==> src/rtl/cre_pkg.sv <==
package cre_pkg;
  localparam logic [11:0] OFF_FLAGS = 12'h018;
  localparam logic [11:0] OFF_BC_LO = 12'h019;
  localparam logic [11:0] OFF_BC_HI = 12'h01A;
  localparam logic [11:0] OFF_DATA  = 12'h024;

  localparam int HDR_BYTES = 10;
  localparam int LEN_FIRST = 2;
  localparam int LEN_LAST  = 5;
  localparam int BC_W      = 16;

  localparam int F_VALID = 7;
  localparam int F_READY = 6;
  localparam int F_GO    = 5;
  localparam int F_AVAIL = 4;
  localparam int F_EXP   = 3;
  localparam int F_OVF   = 2;

  typedef enum logic [1:0] {
    ST_ENTRY = 2'd0,
    ST_EXEC  = 2'd1,
    ST_RESP  = 2'd2
  } cre_state_e;
endpackage

==> src/rtl/cre_len_track.sv <==
module cre_len_track #(
  parameter int DEPTH = 64,
  parameter int CW    = $clog2(DEPTH + 1)
) (
  input  logic          clk,
  input  logic          rst,
  input  logic          clr,
  input  logic          wr_req,
  input  logic [7:0]    wdata,
  output logic [CW-1:0] cnt,
  output logic          expect_more,
  output logic          accept
);
  import cre_pkg::*;

  logic [31:0] len_q;
  logic [31:0] cnt_ext;

  assign cnt_ext     = {{(32-CW){1'b0}}, cnt};
  assign expect_more = (cnt_ext < 32'(HDR_BYTES)) || (cnt_ext < len_q);
  assign accept      = wr_req && expect_more && (cnt_ext < 32'(DEPTH));

  always_ff @(posedge clk) begin
    if (rst || clr) begin
      cnt   <= '0;
      len_q <= '0;
    end else if (accept) begin
      cnt <= cnt + 1'b1;
      if (cnt_ext >= 32'(LEN_FIRST) && cnt_ext <= 32'(LEN_LAST))
        len_q <= {len_q[23:0], wdata};
    end
  end
endmodule

==> src/rtl/cre_buffer.sv <==
module cre_buffer #(
  parameter int DEPTH = 64,
  parameter int AW    = $clog2(DEPTH)
) (
  input  logic          clk,
  input  logic          we,
  input  logic [AW-1:0] waddr,
  input  logic [7:0]    wdata,
  input  logic          re,
  input  logic [AW-1:0] raddr,
  output logic [7:0]    rdata
);
  logic [7:0] mem [DEPTH];

  always_ff @(posedge clk) begin
    if (we) mem[waddr] <= wdata;
  end

  always_ff @(posedge clk) begin
    if (re) rdata <= mem[raddr];
  end
endmodule

==> src/rtl/cre_ctrl.sv <==
module cre_ctrl #(
  parameter int DEPTH      = 64,
  parameter int EXEC_DELAY = 8,
  parameter int CW         = $clog2(DEPTH + 1),
  parameter int TW         = $clog2(EXEC_DELAY + 1)
) (
  input  logic                clk,
  input  logic                rst,
  input  logic                flags_wr,
  input  logic [7:0]          wdata,
  input  logic                fifo_wr,
  input  logic                fifo_rd,
  input  logic                expect_more,
  input  logic                accept,
  input  logic [CW-1:0]       cnt,
  output cre_pkg::cre_state_e st,
  output logic                abort,
  output logic                ovf,
  output logic [CW-1:0]       rd_cnt,
  output logic                rd_ok
);
  import cre_pkg::*;

  logic [TW-1:0] timer;
  logic          go;

  assign abort = flags_wr && wdata[F_READY];
  assign go    = flags_wr && wdata[F_GO] && !wdata[F_READY] &&
                 (st == ST_ENTRY) && !expect_more;
  assign rd_ok = (st == ST_RESP) && (rd_cnt < cnt);

  always_ff @(posedge clk) begin
    if (rst || abort) begin
      st     <= ST_ENTRY;
      timer  <= '0;
      ovf    <= 1'b0;
      rd_cnt <= '0;
    end else begin
      if (fifo_wr && !accept) ovf <= 1'b1;
      case (st)
        ST_ENTRY: if (go) begin
          st    <= ST_EXEC;
          timer <= TW'(EXEC_DELAY);
        end
        ST_EXEC: begin
          if (timer == '0) st <= ST_RESP;
          else             timer <= timer - 1'b1;
        end
        ST_RESP: if (fifo_rd && rd_ok) rd_cnt <= rd_cnt + 1'b1;
        default: st <= ST_ENTRY;
      endcase
    end
  end
endmodule

==> src/rtl/cmdrsp_engine.sv <==
module cmdrsp_engine #(
  parameter int DEPTH      = 64,
  parameter int EXEC_DELAY = 8
) (
  input  logic        clk,
  input  logic        rst,
  input  logic        wr_en,
  input  logic        rd_en,
  input  logic [11:0] addr,
  input  logic [7:0]  wdata,
  output logic [7:0]  rdata
);
  import cre_pkg::*;

  localparam int AW = $clog2(DEPTH);
  localparam int CW = $clog2(DEPTH + 1);

  cre_state_e       st;
  logic [CW-1:0]    cnt, rd_cnt;
  logic             expect_more, accept, abort, ovf, rd_ok, avail;
  logic             flags_wr, fifo_wr, fifo_rd;
  logic [BC_W-1:0]  burst;
  logic [7:0]       flags, reg_q, buf_q;
  logic             sel_data_q, data_ok_q;

  assign flags_wr = wr_en && (addr == OFF_FLAGS);
  assign fifo_wr  = wr_en && (addr == OFF_DATA);
  assign fifo_rd  = rd_en && (addr == OFF_DATA);

  cre_len_track #(.DEPTH(DEPTH), .CW(CW)) u_len (
    .clk(clk), .rst(rst), .clr(abort),
    .wr_req(fifo_wr && (st == ST_ENTRY)), .wdata(wdata),
    .cnt(cnt), .expect_more(expect_more), .accept(accept)
  );

  cre_ctrl #(.DEPTH(DEPTH), .EXEC_DELAY(EXEC_DELAY), .CW(CW)) u_ctrl (
    .clk(clk), .rst(rst), .flags_wr(flags_wr), .wdata(wdata),
    .fifo_wr(fifo_wr), .fifo_rd(fifo_rd), .expect_more(expect_more),
    .accept(accept), .cnt(cnt), .st(st), .abort(abort), .ovf(ovf),
    .rd_cnt(rd_cnt), .rd_ok(rd_ok)
  );

  cre_buffer #(.DEPTH(DEPTH), .AW(AW)) u_buf (
    .clk(clk), .we(accept), .waddr(cnt[AW-1:0]), .wdata(wdata),
    .re(fifo_rd), .raddr(rd_cnt[AW-1:0]), .rdata(buf_q)
  );

  assign avail = rd_ok;

  always_comb begin
    case (st)
      ST_ENTRY: burst = BC_W'(DEPTH) - BC_W'(cnt);
      ST_RESP:  burst = BC_W'(cnt) - BC_W'(rd_cnt);
      default:  burst = '0;
    endcase
    flags          = '0;
    flags[F_VALID] = 1'b1;
    flags[F_READY] = (st == ST_ENTRY) && (cnt == '0);
    flags[F_AVAIL] = avail;
    flags[F_EXP]   = (st == ST_ENTRY) && expect_more;
    flags[F_OVF]   = ovf;
  end

  always_ff @(posedge clk) begin
    if (rst) begin
      reg_q      <= '0;
      sel_data_q <= 1'b0;
      data_ok_q  <= 1'b0;
    end else if (rd_en) begin
      sel_data_q <= fifo_rd;
      data_ok_q  <= rd_ok;
      case (addr)
        OFF_FLAGS: reg_q <= flags;
        OFF_BC_LO: reg_q <= burst[7:0];
        OFF_BC_HI: reg_q <= burst[15:8];
        default:   reg_q <= 8'h00;
      endcase
    end
  end

  assign rdata = sel_data_q ? (data_ok_q ? buf_q : 8'h00) : reg_q;
endmodule

==> config.mk <==
export PLATFORM = sky130hd
export DESIGN_NAME = cmdrsp_engine
export DESIGN_NICKNAME = d
export VERILOG_FILES = /design/src/rtl/cre_pkg.sv /design/src/rtl/cre_len_track.sv /design/src/rtl/cre_buffer.sv /design/src/rtl/cre_ctrl.sv /design/src/rtl/cmdrsp_engine.sv
export SDC_FILE = /design/constraint.sdc
export NUM_CORES = 1
export LEC_CHECK = 0
export ABC_AREA = 1
export BUFFER_PORTS_ARGS = -buffer_cell sky130_fd_sc_hd__buf_2
export CAP_MARGIN = 30
export CORE_UTILIZATION = 35
export DETAILED_ROUTE_END_ITERATION = 16
export MAX_ROUTING_LAYER = met4
export PLACE_DENSITY = 0.53
export SYNTH_ARGS = -nofsm -noshare
export SYNTH_HDL_FRONTEND = slang
export SYNTH_SLANG_ARGS = --single-unit
==> constraint.sdc <==
create_clock -name clk -period 2.9 [get_ports clk]
set_clock_uncertainty 0.15 [all_clocks]
set_input_delay 0.435 -clock clk [delete_from_list [all_inputs] [get_ports clk]]
set_output_delay 0.435 -clock clk [all_outputs]
set_load 0.005 [all_outputs]
# Word-level counts from Yosys, hierarchy flattened
# Memory sizes are Yosys's and may differ from the RTL's. A register that Yosys moved wholly into a read port is not among the register bits.
# Index checks and enable logic that the tools add are counted.
[totals]
mem_bits_rw = 512
out_inout_bits = 8
elab_cells = 73
n_memories = 1
regBits = 63
[op_classes]
n_lt_le_gt_ge = 6
n_mux = 12
n_reduce_logical = 30
bitwise = 1
n_eq_ne = 9
n_addsub = 5
[mem_list]
columns = ["name", "depth", "word_bits", "rd", "rd_clocked_by_memory_dff", "wr", "line_no", "text"]
rows = [
  ["u_buf.mem", 64, 8, 1, 1, 1, "cre_buffer.sv:13", "logic [7:0] mem [DEPTH];"],
]
[ops]
columns = ["op", "n"]
rows = [
  ["$eq 12x5->1 const B", 3],
  ["$lt 7x32->1", 1],
  ["$pmux 16 s2", 1],
  ["$pmux 8 s3", 1],
  ["$logic_and 1x1->1", 17],
  ["$mux 8", 2],
  ["$add 7x1->7 const B", 2],
  ["$eq 12x6->1 const B", 1],
  ["$mux 4", 2],
  ["$pmux 4 s2", 1],
  ["$sub 7x7->8", 1],
  ["$sub 7x7->8 const A", 1],
  ["$ge 7x2->1 const B", 1],
  ["$le 7x3->1 const B", 1],
  ["$logic_not 7->1", 1],
  ["$lt 7x4->1 const B", 1],
  ["$lt 7x7->1", 1],
  ["$lt 7x7->1 const B", 1],
  ["$pmux 2 s3", 1],
  ["$reduce_and 3->1", 2],
  ["$logic_not 4->1", 1],
  ["$mux 2", 2],
  ["$ne 2x1->1 const B", 2],
  ["$reduce_and 2->1", 2],
  ["10 further kinds", 14],
]

# Logic depth before layout (Yosys ltp)
# Gate-level depths: netlist of run 1.
[logic_depth]
ltp_word = 8
mapped_depth = 17
ltp_nobuf = 15

# By module
# A second synthesis of run 1 with hierarchy kept.
[unflattened]
cells_unflattened = 2535
area_unflattened_um2 = 25956.1
[modules_own_cells]
columns = ["mod", "cells_each", "instances", "area_per_inst_um2"]
rows = [
  ["cre_buffer", 1805, 1, 21419.3],
  ["cre_len_track", 350, 1, 2223.4],
  ["cmdrsp_engine", 242, 1, 1358.8],
  ["cre_ctrl", 138, 1, 954.7],
]

# Worst setup path before layout of run 1
# No wires, ideal clock.
[synth_timing]
path_type = "reg-to-reg"
start = "register u_len.cnt[2]"
end = "memory u_buf.mem[23][0], enable pin"
path_slack_ns = 0.119
required_ns = 2.367
path_buffers = 0
arrival_ns = 2.248
setup_ns = 0.383
path_stages_with_launch = 13
cell_sequence = "dfxtp_1 > ha_1 > nand2_1 > inv_1 > nand2_1 > nand2_1 > nand2_1 > nand2_1 > nand2_2 > nand3_4 > nor2_8 > nand2_4 > nor3_1"
[synth_via]
elab_chain_len = 6
word_cells_on_any_way = 8
[synth_rtl]
columns = ["item", "line_no", "text"]
rows = [
  ["from (decl)", "cre_len_track.sv:10", "output logic [CW-1:0] cnt,"],
  ["from (signal assigned)", "cre_len_track.sv:28", "cnt <= cnt + 1'b1;"],
  ["$lt 7x32->1 or $lt 7x4->1 (tied branches)", "cre_len_track.sv:20", "assign expect_more = (cnt_ext < 32'(HDR_BYTES)) || (cnt_ext < len_q);"],
  ["$logic_or 1x1->1", "cre_len_track.sv:20", ""],
  ["$logic_and 1x1->1 (2 in a row)", "cre_len_track.sv:21", "assign accept = wr_req && expect_more && (cnt_ext < 32'(DEPTH));"],
  ["$mux 1", "cre_buffer.sv:16", "if (we) mem[waddr] <= wdata;"],
  ["$mux 1 (not written as such)", "cre_buffer.sv:16", ""],
  ["to (decl)", "cre_buffer.sv:13", ""],
]
# Parallel ways exist; a longest one is shown, timed or not.

# Worst setup path after layout of run 1
[layout_timing]
start = "register u_ctrl.rd_cnt[2]"
end = "register u_ctrl.rd_cnt[0]"
[layout_via]
elab_chain_len = 4
[layout_rtl]
columns = ["item", "line_no", "text"]
rows = [
  ["from (decl)", "cre_ctrl.sv:19", "output logic [CW-1:0] rd_cnt,"],
  ["from (signal assigned)", "cre_ctrl.sv:49", "ST_RESP: if (fifo_rd && rd_ok) rd_cnt <= rd_cnt + 1'b1;"],
  ["$lt 7x7->1", "cre_ctrl.sv:30", "assign rd_ok = (st == ST_RESP) && (rd_cnt < cnt);"],
  ["$logic_and 1x1->1", "cre_ctrl.sv:30", ""],
  ["$logic_and 1x1->1", "cre_ctrl.sv:49", ""],
  ["$reduce_and 2->1 (no source line)", "n/a", ""],
]
# Every way passes these cells.
# A chain may end at the register's enable or synchronous reset.

==> results.ini, run 1 <==
[outcome]
outcome=complete, no violations

[sta]
max_clock_freq_mhz=372.3
setup_repair_after_global_routing_missed_its_margin=false
report.final.slew_viol_count=0
timing.final.hold_violations=0
fin_worst_hold_slack_ps=40.92
slew-limit-headroom_pct=48.13
fin_crit_ps=2686
setup_tns_ps=0
final_min_period_over_clock_period_pct=92.62
slew_worst_pin_ps=778.0
setup_violators_final=0

[routing]
firstDrtPassIters=5
wire_per_inst_um=20.95
route.final.wire_length_mm=70.01
first_iter_violations=1814
postRouteAntennaNets=0
routed_via_density=5.159
vias=17240
drc_errors=0

[synth]
synth.avg_cell_area_um2=10.99
synthesis.yosys.warnings=0
count_of_flip_flops_with_a_built_in_enable_after_synthesis=520
synthTopCellsByArea=edfxtp_1 63%, nor2_1 7.3%, o21ai_0 5.9%
ys_async_sr_fraction_pct=0
synth_most_common_cell=edfxtp_1
post_synth_inst_count=2241
yosys.area.top_type_share_pct=63.42
synth_fp_nets=2284
commonest_cells_in_the_netlist=520 x edfxtp_1, 481 x nor2_1, 291 x nand2_1
synth.largest_area_cell=edfxtp_1
synth.yosys.seq_area_share_pct=68.54
yosys_most_used_dff=edfxtp_1
synth_seq_cells=583
synth.distinct_cells=44
post_synth_instance_area_um2=24620

[place]
area_after_detailed_placement_um2=26720
dpl.hpwl_mm=45.09
place.detailed.instances=3228
port-buffer-count=31
finalWeightedCongestion=0.9013

[min_path]
holdCritStartpoint=addr[3]
holdPathEnd=sel_data_q
worstHoldPathType=in -> reg
worstHoldPathCells=4

[clock_network]
tritoncts.num_buffers=58
clock_path_buffers=3
cts.sinks=583
cts.htree.levels=2
clock_tree.root_cell=clkbuf_16
path_clk_slew_ps=60
clkLatencyLatePin_ps=620
tritoncts=done

[cells_and_area]
finalCoreUtilization_pct=41.58
final_area_um2=28720
syn2layout_area_growth_pct=16.63
layoutNonFillerInstCount=3342
antenna_cells_inserted=0
final_layout_size_suffix_gt1_share_pct=12.65
num-nets-final=2406

[floorplan]
design.portCount=32
start_util_pct=35.65
die_h_um=267.2
core_area_um2=69070
fp.dieArea_um2=71410
fp-row-count=96
horizontal_extent_of_the_die_um=267.2

[global_routing]
grt_first_pass_wirelength_mm=105.3
met3_global_route_usage_pct=2.455
grt_max_degree=81
grt-busiest-layer=met2
antenna_found_initial=0
use_met1_pct=25.55
use_met2_pct=34.37
grt_remaining_overflow=0
gr-usage-all-layers_pct=20.27
vias_in_the_first_global_route=17150

[critical_path]
crit_path_end_kind=flip-flop
critical-path-max-stage-delay_ps=570
timing.critical_path.arrival_ps=3070
r2r_setup_slack_ps=210
critical_path.reg2reg.startpoint=u_ctrl.rd_cnt[2]
cp.required_ps=3280
rr_worst_depth=13
r2r-end=u_ctrl.rd_cnt[0]
timing.critical_path.fanout_max=16
slowest_stage=dfxtp_2
timing.critical_path.mode_cell=nand2_1
critical_path_class=reg -> reg
chain_of_cells_forming_the_critical_path=clkinv_1 > ha_1 > nand2_1 > nor2_1 > nand2_1 > nand3_1 > nand2_1 > nand2_1 > nand2_1 > nor3_2 > buf_4 > nand2_1 > a21oi_1
start_kind=flip-flop

[job]
count_of_maximum_capacitance_violations=0

[power]
peakVddDrop_uv=476.7
powerDensity_nw_per_um2=589.2
leakage_power_figure_nw=10.32

## worst max-delay path, delay by kind of cell, from the launching register on
family | cells | cell delay, ps
compound gates | 1 | 140
fa+ha+maj | 1 | 400
buf+inv | 2 | 350
flops | 1 | 570
simple gates | 9 | 980
## state kept, by name (all words and copies together), names as in the netlist
register       cells
data_ok_q          1
reg_q              8
sel_data_q         1
u_buf.mem        512
u_buf.rdata        8
u_ctrl.ovf         1
u_ctrl.rd_cnt      7
u_ctrl.st          2
u_ctrl.timer       4
u_len.cnt          7
u_len.len_q       32
## power by group
group / switching [mW] / internal, mW / leakage [nW] / total, mW
clock: 3.13 / 4.41 / 0.937 / 7.54
sequential: 0.00150 / 9.13 / 5.18 / 9.13
combinational: 0.209 / 0.0455 / 4.21 / 0.255
## per-layer routing
layer / part of all wire, % / up-vias / wire length [µm]
li1: - / 8167 / -
met3: 4.7 / 97 / 3312
met5: 0 / - / 0
met1: 43 / 8472 / 29970
met4: 2.3 / 0 / 1633
met2: 50 / 504 / 35100
## worst max path at each step
stage / slack, ps / cells past startpoint / to / startpoint
3_3_place_gp: 110 / 11 / u_buf.mem[5][4] / addr[7]
6_report: 210 / 13 / u_ctrl.rd_cnt[0] / u_ctrl.rd_cnt[2]
2_1_floorplan: 120 / 12 / u_buf.mem[23][0] / u_len.cnt[2]
5_1_grt: 20 / 12 / u_buf.mem[4][2] / u_len.len_q[5]
3_5_place_dp: 80 / 11 / u_buf.mem[23][0] / addr[7]
4_1_cts: 150 / 11 / u_buf.mem[23][4] / u_len.len_q[5]
## layout by cell type, fill, tap and decap left out, drive strengths merged
master	netlist	routed
o21a	1	1
a21o	1	1
buf	40	183
dfxtp	63	63
nand4	29	29
inv	101	102
o21ai	291	291
dlygate4sd3	0	2
edfxtp	520	520
nand3	99	99
nand2	296	296
a21oi	41	41
nor4	3	3
o221ai	8	8
bufinv	0	6
nand3b	2	2
xor2	6	6
or2	3	3
clkbuf	83	76
o22ai	69	69
and3	1	1
nor2	487	487
clkinv	3	28
fa	1	1
o211ai	53	53
nor3	20	20
a31oi	1	1
ha	18	18
a22oi	1	1
## cells by family (layout without fill, tap and decap cells)
kind of cell	count (synthesis)	count (layout)	share of synthesized area [%]
compound gates	466	466	10.55
xor+xnor	6	6	0.2134
fa+ha+maj	19	19	0.9960
buf+inv	227	397	3.842
flops	583	583	68.54
simple gates	940	940	15.86
## what timing repair did
action	CTS	global route
endpoints found under the setup margin	0	82
resized for setup	0	5
endpoints found under the hold margin	10	0
setup buffers	0	4
hold buffers	2	0
## per-stage QoR
stage | power, mW | worst slack (ps)
2_1_floorplan | 9.344 | 118.9
3_3_place_gp | 9.568 | 107.7
3_5_place_dp | 9.565 | 78.58
4_1_cts | 17.07 | 147.1
5_1_grt | 17.37 | 23.03
6_report | 16.92 | 214.0
## area by class of cell
| class | instances | area (µm²) |
|---|---|---|
| fill | 6574 | 40350 |
| inverter | 104 | 397.9 |
| timing repair buffer | 185 | 1541 |
| multi-input combinational | 1431 | 6820 |
| tap | 931 | 1165 |
| clock buffer | 76 | 1610 |
| sequential | 583 | 16880 |
| clock inverter | 32 | 296.5 |
(Power assumes the default switching activity.)
==> inputs of run 2 (changes only) <==
--- a/config.mk
+++ b/config.mk
@@ -8,10 +8,11 @@
 export ABC_AREA = 1
 export BUFFER_PORTS_ARGS = -buffer_cell sky130_fd_sc_hd__buf_2
 export CAP_MARGIN = 30
+export CELL_PAD_IN_SITES_DETAIL_PLACEMENT = 0
+export CELL_PAD_IN_SITES_GLOBAL_PLACEMENT = 1
 export CORE_UTILIZATION = 35
 export DETAILED_ROUTE_END_ITERATION = 16
-export MAX_ROUTING_LAYER = met4
-export PLACE_DENSITY = 0.53
+export PLACE_DENSITY = 0.62
 export SYNTH_ARGS = -nofsm -noshare
 export SYNTH_HDL_FRONTEND = slang
 export SYNTH_SLANG_ARGS = --single-unit
==> run 2 against run 1 <==
  * Sequential cell count unchanged
  * Critical path type unchanged
  * Highest routed layer unchanged
  * Fmax down 0.85%
  * Sequential share of layout area shrank 0.41 points
  * Critical path depth shrank 1
  * Critical endpoint is now u_buf.mem[1][2]
  * Core utilization up 0.29 points
  * Combinational power grew 6%
  * Via count grew 1.9%
  * Final cell count is essentially flat
==> results.ini, run 2 (synthesis results as in run 1) <==
[clock_network]
path_clk_slew_ps=60  ; about the same
tritoncts.num_buffers=60  ; +3.4%
cts.sinks=583  ; unchanged
clock_tree.root_cell=clkbuf_16
tritoncts=done
cts.htree.levels=2  ; unchanged
clkLatencyLatePin_ps=640  ; +20 ps
clock_path_buffers=3  ; unchanged

[global_routing]
met3_global_route_usage_pct=4.533  ; +2.1 points
grt_first_pass_wirelength_mm=110.7  ; +5.1%
gr-usage-all-layers_pct=21.01  ; +0.74 points
grt_remaining_overflow=0  ; unchanged
use_met2_pct=33.28  ; -1.1 points
grt-busiest-layer=met2
use_met1_pct=28.68  ; +3.1 points
grt_max_degree=109  ; +35%
antenna_found_initial=2  ; +2
vias_in_the_first_global_route=17470  ; +1.8%

[critical_path]
timing.critical_path.fanout_max=8  ; -8
chain_of_cells_forming_the_critical_path=inv_1 > ha_1 > a21o_1 > a22oi_1 > nand2_1 > nand2_2 > nand3_4 > nor2_8 > nand2_2 > buf_4 > nor2_1 > buf_4
cp.required_ps=3080  ; -200 ps
critical-path-max-stage-delay_ps=330  ; -240 ps
critical_path_class=reg -> reg
slowest_stage=dfxtp_1
start_kind=flip-flop
timing.critical_path.arrival_ps=2890  ; -180 ps
crit_path_end_kind=flip-flop

[power]
peakVddDrop_uv=461.4  ; -3.2%
powerDensity_nw_per_um2=613.5  ; +4.1%
power_report.internal_total_mw=14.19  ; +4.5%
switchingPower_mw=3.546  ; +6.1%
switching_share_pct=19.99  ; +0.24 points
seq_power_share_pct=51.5  ; -2.5 points
power.share.clock_pct=47.0  ; +2.5 points
combinationalPowerShare_pct=1.5  ; about the same
leakage_power_figure_nw=10.39  ; +0.61%

[sta]
max_clock_freq_mhz=369.1  ; -0.85%
setup_repair_after_global_routing_missed_its_margin=false
slew-limit-headroom_pct=36.16  ; -12 points
setup_tns_ps=0  ; unchanged
final_min_period_over_clock_period_pct=93.41  ; +0.79 points
postLayoutSetupSlackWorst_ps=191.1  ; -22.97 ps
fin_crit_ps=2709  ; +22.97 ps
timing.final.hold_violations=0  ; unchanged
setup_violators_final=0  ; unchanged
report.final.slew_viol_count=0  ; unchanged
fin_worst_hold_slack_ps=43.96  ; +3.040 ps
slew_worst_pin_ps=956.5  ; +178.5 ps

[cells_and_area]
multi_input_area_um2=6803  ; -0.26%
most-common-layout-cells=520 x edfxtp_1, 480 x nor2_1, 291 x nand2_1
layoutNonFillerInstCount=3339  ; -0.090%
finalCoreUtilization_pct=41.87  ; +0.29 points
largest_registers=u_buf.mem x512, u_len.len_q x32
regMostFlops=u_buf.mem
final-seq-area_um2=16880  ; unchanged
antenna_cells_inserted=0  ; unchanged
largest_register_ff_count=512  ; unchanged
final_layout_size_suffix_gt1_share_pct=12.71  ; +0.057 points
mostFrequentLayoutCell=edfxtp_1
num-nets-final=2400  ; -0.25%
nFillCells=6629  ; +0.84%
syn2layout_area_growth_pct=17.44

[routing]
wire_per_inst_um=22.51  ; +7.4%
drc_errors=0  ; unchanged
first_iter_violations=1611  ; -11%
postRouteAntennaNets=0  ; unchanged
route.final.wire_length_mm=75.15  ; +7.4%
firstDrtPassIters=5  ; unchanged
routed_via_density=5.261  ; +2.0%
vias=17570  ; +1.9%

[floorplan]
fp.dieArea_um2=71410  ; unchanged
horizontal_extent_of_the_die_um=267.2  ; unchanged
core_area_um2=69070  ; unchanged
die_h_um=267.2  ; unchanged
fp-row-count=96  ; unchanged
start_util_pct=35.65  ; unchanged
design.portCount=32  ; unchanged

[job]
count_of_maximum_capacitance_violations=0  ; unchanged

[outcome]
outcome=complete, no violations

[place]
dp_worst_setup_slack_ps=90.88  ; +12.30 ps
finalWeightedCongestion=0.8586  ; -4.7%
port-buffer-count=31  ; unchanged
dpl.hpwl_mm=48.44  ; +7.4%
place.detailed.instances=3223  ; -0.15%

[min_path]
worstHoldPathType=in -> reg

run 2: cell types whose count changed in the layout (fill, tap and decap cells not counted), sizes merged:
cell and delta:
bufinv +8, clkinvlp +6, buf -8, clkbuf -13, clkinv +4
run 2: cell type report:
type	instances	share of cell area [%]
Inverter	104	1.376
Timing Repair Buffer	177	5.322
Sequential cell	583	58.39
Clock inverter	50	2.125
Multi-Input combinational cell	1431	23.53
Clock buffer	63	5.231
Tap cell	931	4.028
run 2: routing by layer:
layer,vias to the layer above,part of all wire (%)
met4,0,2.6
met2,659,46
met5,-,0
li1,8152,-
met3,107,7.7
met1,8648,44
run 2: worst max-delay path, delay by kind of cell, from the launching register on:
family                     cells  cell delay [ps]
DFF                            1              330
buffers and inverters          3              440
AOI/OAI and AO/OA              2              290
and+or+nand+nor                6              920
adders and majority gates      1              280
run 2: through the flow:
step,area (µm²),power (mW)
after detailed placement,26740,9.581
final,28920,17.74
after floorplan,24620,9.344
after global routing,28920,18.17
after CTS,28890,17.88
after global placement,26740,9.582
run 2: power by group through the flow:
| stage | sequential, mW | clock (mW) | combinational [mW] |
|---|---|---|---|
| after floorplan | 9.31 | 0 | 0.0329 |
| final | 9.13 | 8.34 | 0.271 |
| after detailed placement | 9.31 | 0 | 0.274 |
| after global placement | 9.31 | 0 | 0.275 |
| after global routing | 9.12 | 8.76 | 0.287 |
| after CTS | 9.13 | 8.47 | 0.276 |
run 2: timing repair:
item / CTS / global route
buffers inserted: 0 / 1
endpoints found under the hold margin: 10 / 0
resized for setup: 0 / 2
hold buffers: 2 / 0
setup endpoints to repair: 0 / 10
run 2: path summary, 6_finish.rpt:
path	slack (ps)	cells after the start	from	end
worst max-delay path	190	12	u_len.len_q[5]	u_buf.mem[1][2]
worst max register to register	190	12	u_len.len_q[5]	u_buf.mem[1][2]
worst min register to register	320	2	u_ctrl.rd_cnt[6]	u_ctrl.rd_cnt[6]
worst min-delay path	40	4	addr[3]	sel_data_q
==> inputs of run 3 (changes only) <==
--- a/config.mk
+++ b/config.mk
@@ -10,9 +10,10 @@
 export CAP_MARGIN = 30
 export CELL_PAD_IN_SITES_DETAIL_PLACEMENT = 0
 export CELL_PAD_IN_SITES_GLOBAL_PLACEMENT = 1
+export CORE_MARGIN = 1.5
 export CORE_UTILIZATION = 35
 export DETAILED_ROUTE_END_ITERATION = 16
-export PLACE_DENSITY = 0.62
+export PLACE_DENSITY = 0.6
 export SYNTH_ARGS = -nofsm -noshare
 export SYNTH_HDL_FRONTEND = slang
 export SYNTH_SLANG_ARGS = --single-unit
==> constraint.sdc (replaced) <==
create_clock -name clk -period 3.1 [get_ports clk]
set_clock_uncertainty 0.15 [all_clocks]
set_input_delay 0.465 -clock clk [delete_from_list [all_inputs] [get_ports clk]]
set_output_delay 0.465 -clock clk [all_outputs]
set_load 0.005 [all_outputs]
==> run 3 against run 2 <==
  * Via count is 1.9% lower
  * Sequential cell count stayed put
  * Sequential share of layout area is 0.49 points higher
  * Non-clock buffer count is 13 lower
  * Count of clock-buffer cells in the layout is 8 higher
  * Combinational power is 11% lower
  * First-iteration DRC count is 2.5% lower
  * Fmax is 7.1% lower
  * Critical path depth stayed put
  * Core utilization is 0.78 points lower
  * Total power is 8.1% lower
  * Final cell count is 0.12% lower
  * Highest routed layer is now met5
==> results.ini, run 3 (synthesis results as in run 1) <==
[outcome]
outcome=complete, no violations

[cells_and_area]
largest_registers=u_buf.mem x512, u_len.len_q x32
largest_register_ff_count=512  ; unchanged
final_layout_size_suffix_gt1_share_pct=12.24  ; -0.46 points
syn2layout_area_growth_pct=16.45
regMostFlops=u_buf.mem
num-nets-final=2388  ; -0.50%
final_area_um2=28670  ; -0.84%
nFillCells=6687  ; +0.87%
multi_input_area_um2=6803  ; unchanged
mostFrequentLayoutCell=edfxtp_1
most-common-layout-cells=520 x edfxtp_1, 480 x nor2_1, 291 x nand2_1
final-seq-area_um2=16880  ; unchanged
finalCoreUtilization_pct=41.09  ; -0.78 points
layoutNonFillerInstCount=3335  ; -0.12%

[floorplan]
die_h_um=268.2  ; +0.37%
start_util_pct=35.28  ; -0.37 points
horizontal_extent_of_the_die_um=268.2  ; +0.37%
fp.dieArea_um2=71950  ; +0.75%
core_area_um2=69790  ; +1.0%
design.portCount=32  ; unchanged
fp-row-count=97  ; +1.0%

[min_path]
worstHoldPathCells=4  ; unchanged
worstHoldPathType=in -> reg

[sta]
timing.final.hold_violations=0  ; unchanged
max_clock_freq_mhz=343.1  ; -7.1%
setup_tns_ps=0  ; unchanged
fin_worst_hold_slack_ps=78.74  ; +34.79 ps
report.final.slew_viol_count=0  ; unchanged
setup_repair_after_global_routing_missed_its_margin=false
setup_violators_final=0  ; unchanged
postLayoutSetupSlackWorst_ps=185.4  ; -5.702 ps
final_min_period_over_clock_period_pct=94.02  ; +0.61 points
slew_worst_pin_ps=846.1  ; -110.4 ps
slew-limit-headroom_pct=43.24  ; +7.1 points
fin_crit_ps=2915  ; +205.7 ps

[routing]
drc_errors=0  ; unchanged
wire_per_inst_um=22.19  ; -1.4%
postRouteAntennaNets=0  ; unchanged
first_iter_violations=1570  ; -2.5%
route.final.wire_length_mm=74.00  ; -1.5%
firstDrtPassIters=6  ; +1
vias=17230  ; -1.9%
routed_via_density=5.165  ; -1.8%

[power]
power_mw=16.30  ; -8.1%
peakVddDrop_uv=443.0  ; -4.0%
powerDensity_nw_per_um2=568.4  ; -7.3%
leakage_power_figure_nw=10.26  ; -1.2%

[critical_path]
crit_buf_inv=2  ; -1
timing.critical_path.arrival_ps=3100  ; +210 ps
worstSetupPathDepth=12  ; unchanged
start_kind=flip-flop
critical-path-max-stage-delay_ps=500  ; +170 ps
slowest_stage=dfxtp_1
rr_worst_depth=12  ; unchanged
critical_path_class=reg -> reg
crit_path_end_kind=flip-flop
cp.required_ps=3290  ; +210 ps
cpLargestDelayFamily=simple AND/OR/NAND/NOR gates
chain_of_cells_forming_the_critical_path=ha_1 > inv_1 > nor2_1 > and3_1 > nand2_1 > nand2_1 > nand2_2 > nand3_4 > nor2_8 > nand3_4 > nor2_1 > buf_4
timing.critical_path.fanout_max=8  ; unchanged

[job]
count_of_maximum_capacitance_violations=0  ; unchanged

[clock_network]
path_clk_slew_ps=70  ; about the same
post-cts-setup-buffer-count=0  ; unchanged
cts.sinks=583  ; unchanged
tritoncts=done
clock_path_buffers=3  ; unchanged
tritoncts.num_buffers=61  ; +1.7%
cts.htree.levels=2  ; unchanged
clkLatencyLatePin_ps=640  ; about the same
clock_tree.root_cell=clkbuf_16

[global_routing]
grt_remaining_overflow=0  ; unchanged
grt_max_degree=131  ; +20%
grt_first_pass_wirelength_mm=108.7  ; -1.8%
gr-usage-all-layers_pct=20.62  ; -0.38 points
vias_in_the_first_global_route=17110  ; -2.0%
antenna_found_initial=4  ; +2

[place]
area_after_detailed_placement_um2=26580  ; -0.60%
port-buffer-count=31  ; unchanged
finalWeightedCongestion=0.8652  ; +0.77%
dpl.hpwl_mm=46.85  ; -3.3%
dp_worst_setup_slack_ps=205.3  ; +114.5 ps
place.detailed.instances=3219  ; -0.12%

[run 3: cell count changes in the layout (fill, tap and decap cells not counted), moves of 2 or more]
cell       change
clkbuf_1       +4
buf_6          -2
clkinv_1       -7
bufinv_16      -6
buf_4          -5
clkinv_4       +3
diode_2        +2
buf_12         -7
clkbuf_16      +2
clkbuf_8       +2
[run 3: power breakdown]
group | internal [mW] | leakage, nW | switching, mW | total [mW]
clock | 4.38 | 0.997 | 3.14 | 7.52
sequential | 8.54 | 5.18 | 0.00141 | 8.54
combinational | 0.0426 | 4.09 | 0.198 | 0.240
total | 13.0 | 10.3 | 3.34 | 16.3
[run 3: final cells by class]
| class | instances | area share, % |
|---|---|---|
| antenna | 2 | 0.01745 |
| clock buffer | 71 | 5.598 |
| tap | 940 | 4.102 |
| clock inverter | 40 | 1.580 |
| sequential | 583 | 58.89 |
| timing repair buffer | 164 | 4.704 |
| multi-input combinational | 1431 | 23.72 |
| inverter | 104 | 1.388 |
[run 3: worst reg2reg max path: stages (launching register included)]
cell and delay, ps:
dfxtp_1 500, ha_1 290, inv_1 60, nor2_1 40
and3_1 140, nand2_1 60, nand2_1 90, nand2_2 180
nand3_4 170, nor2_8 190, nand3_4 350, nor2_1 200
buf_4 190
[run 3: worst paths after layout]
path           startpoint                to  slack [ps]
max          u_len.cnt[6]  u_buf.mem[37][4]         190
min               addr[3]        sel_data_q          80
max reg2reg  u_len.cnt[6]  u_buf.mem[37][4]         190
min reg2reg    u_ctrl.ovf        u_ctrl.ovf         310
[run 3: layer usage]
layer  wire length [µm]  vias to the layer above  share of wire [%]  GRT usage [%]
li1                   -                     8132                  -              -
met1              32590                     8416                 44          27.70
met2              33190                      556                 45          32.23
met3               5497                      120                7.4          4.646
met4               2715                        2                3.7          8.490
met5                 10                        -              0.014              0
[run 3: timing repair]
action / 4_1_cts / 5_1_grt
hold buffers: 3 / 0
setup endpoints to repair: 0 / 0
endpoints found under the hold margin: 15 / 0
resized for setup: 0 / 0
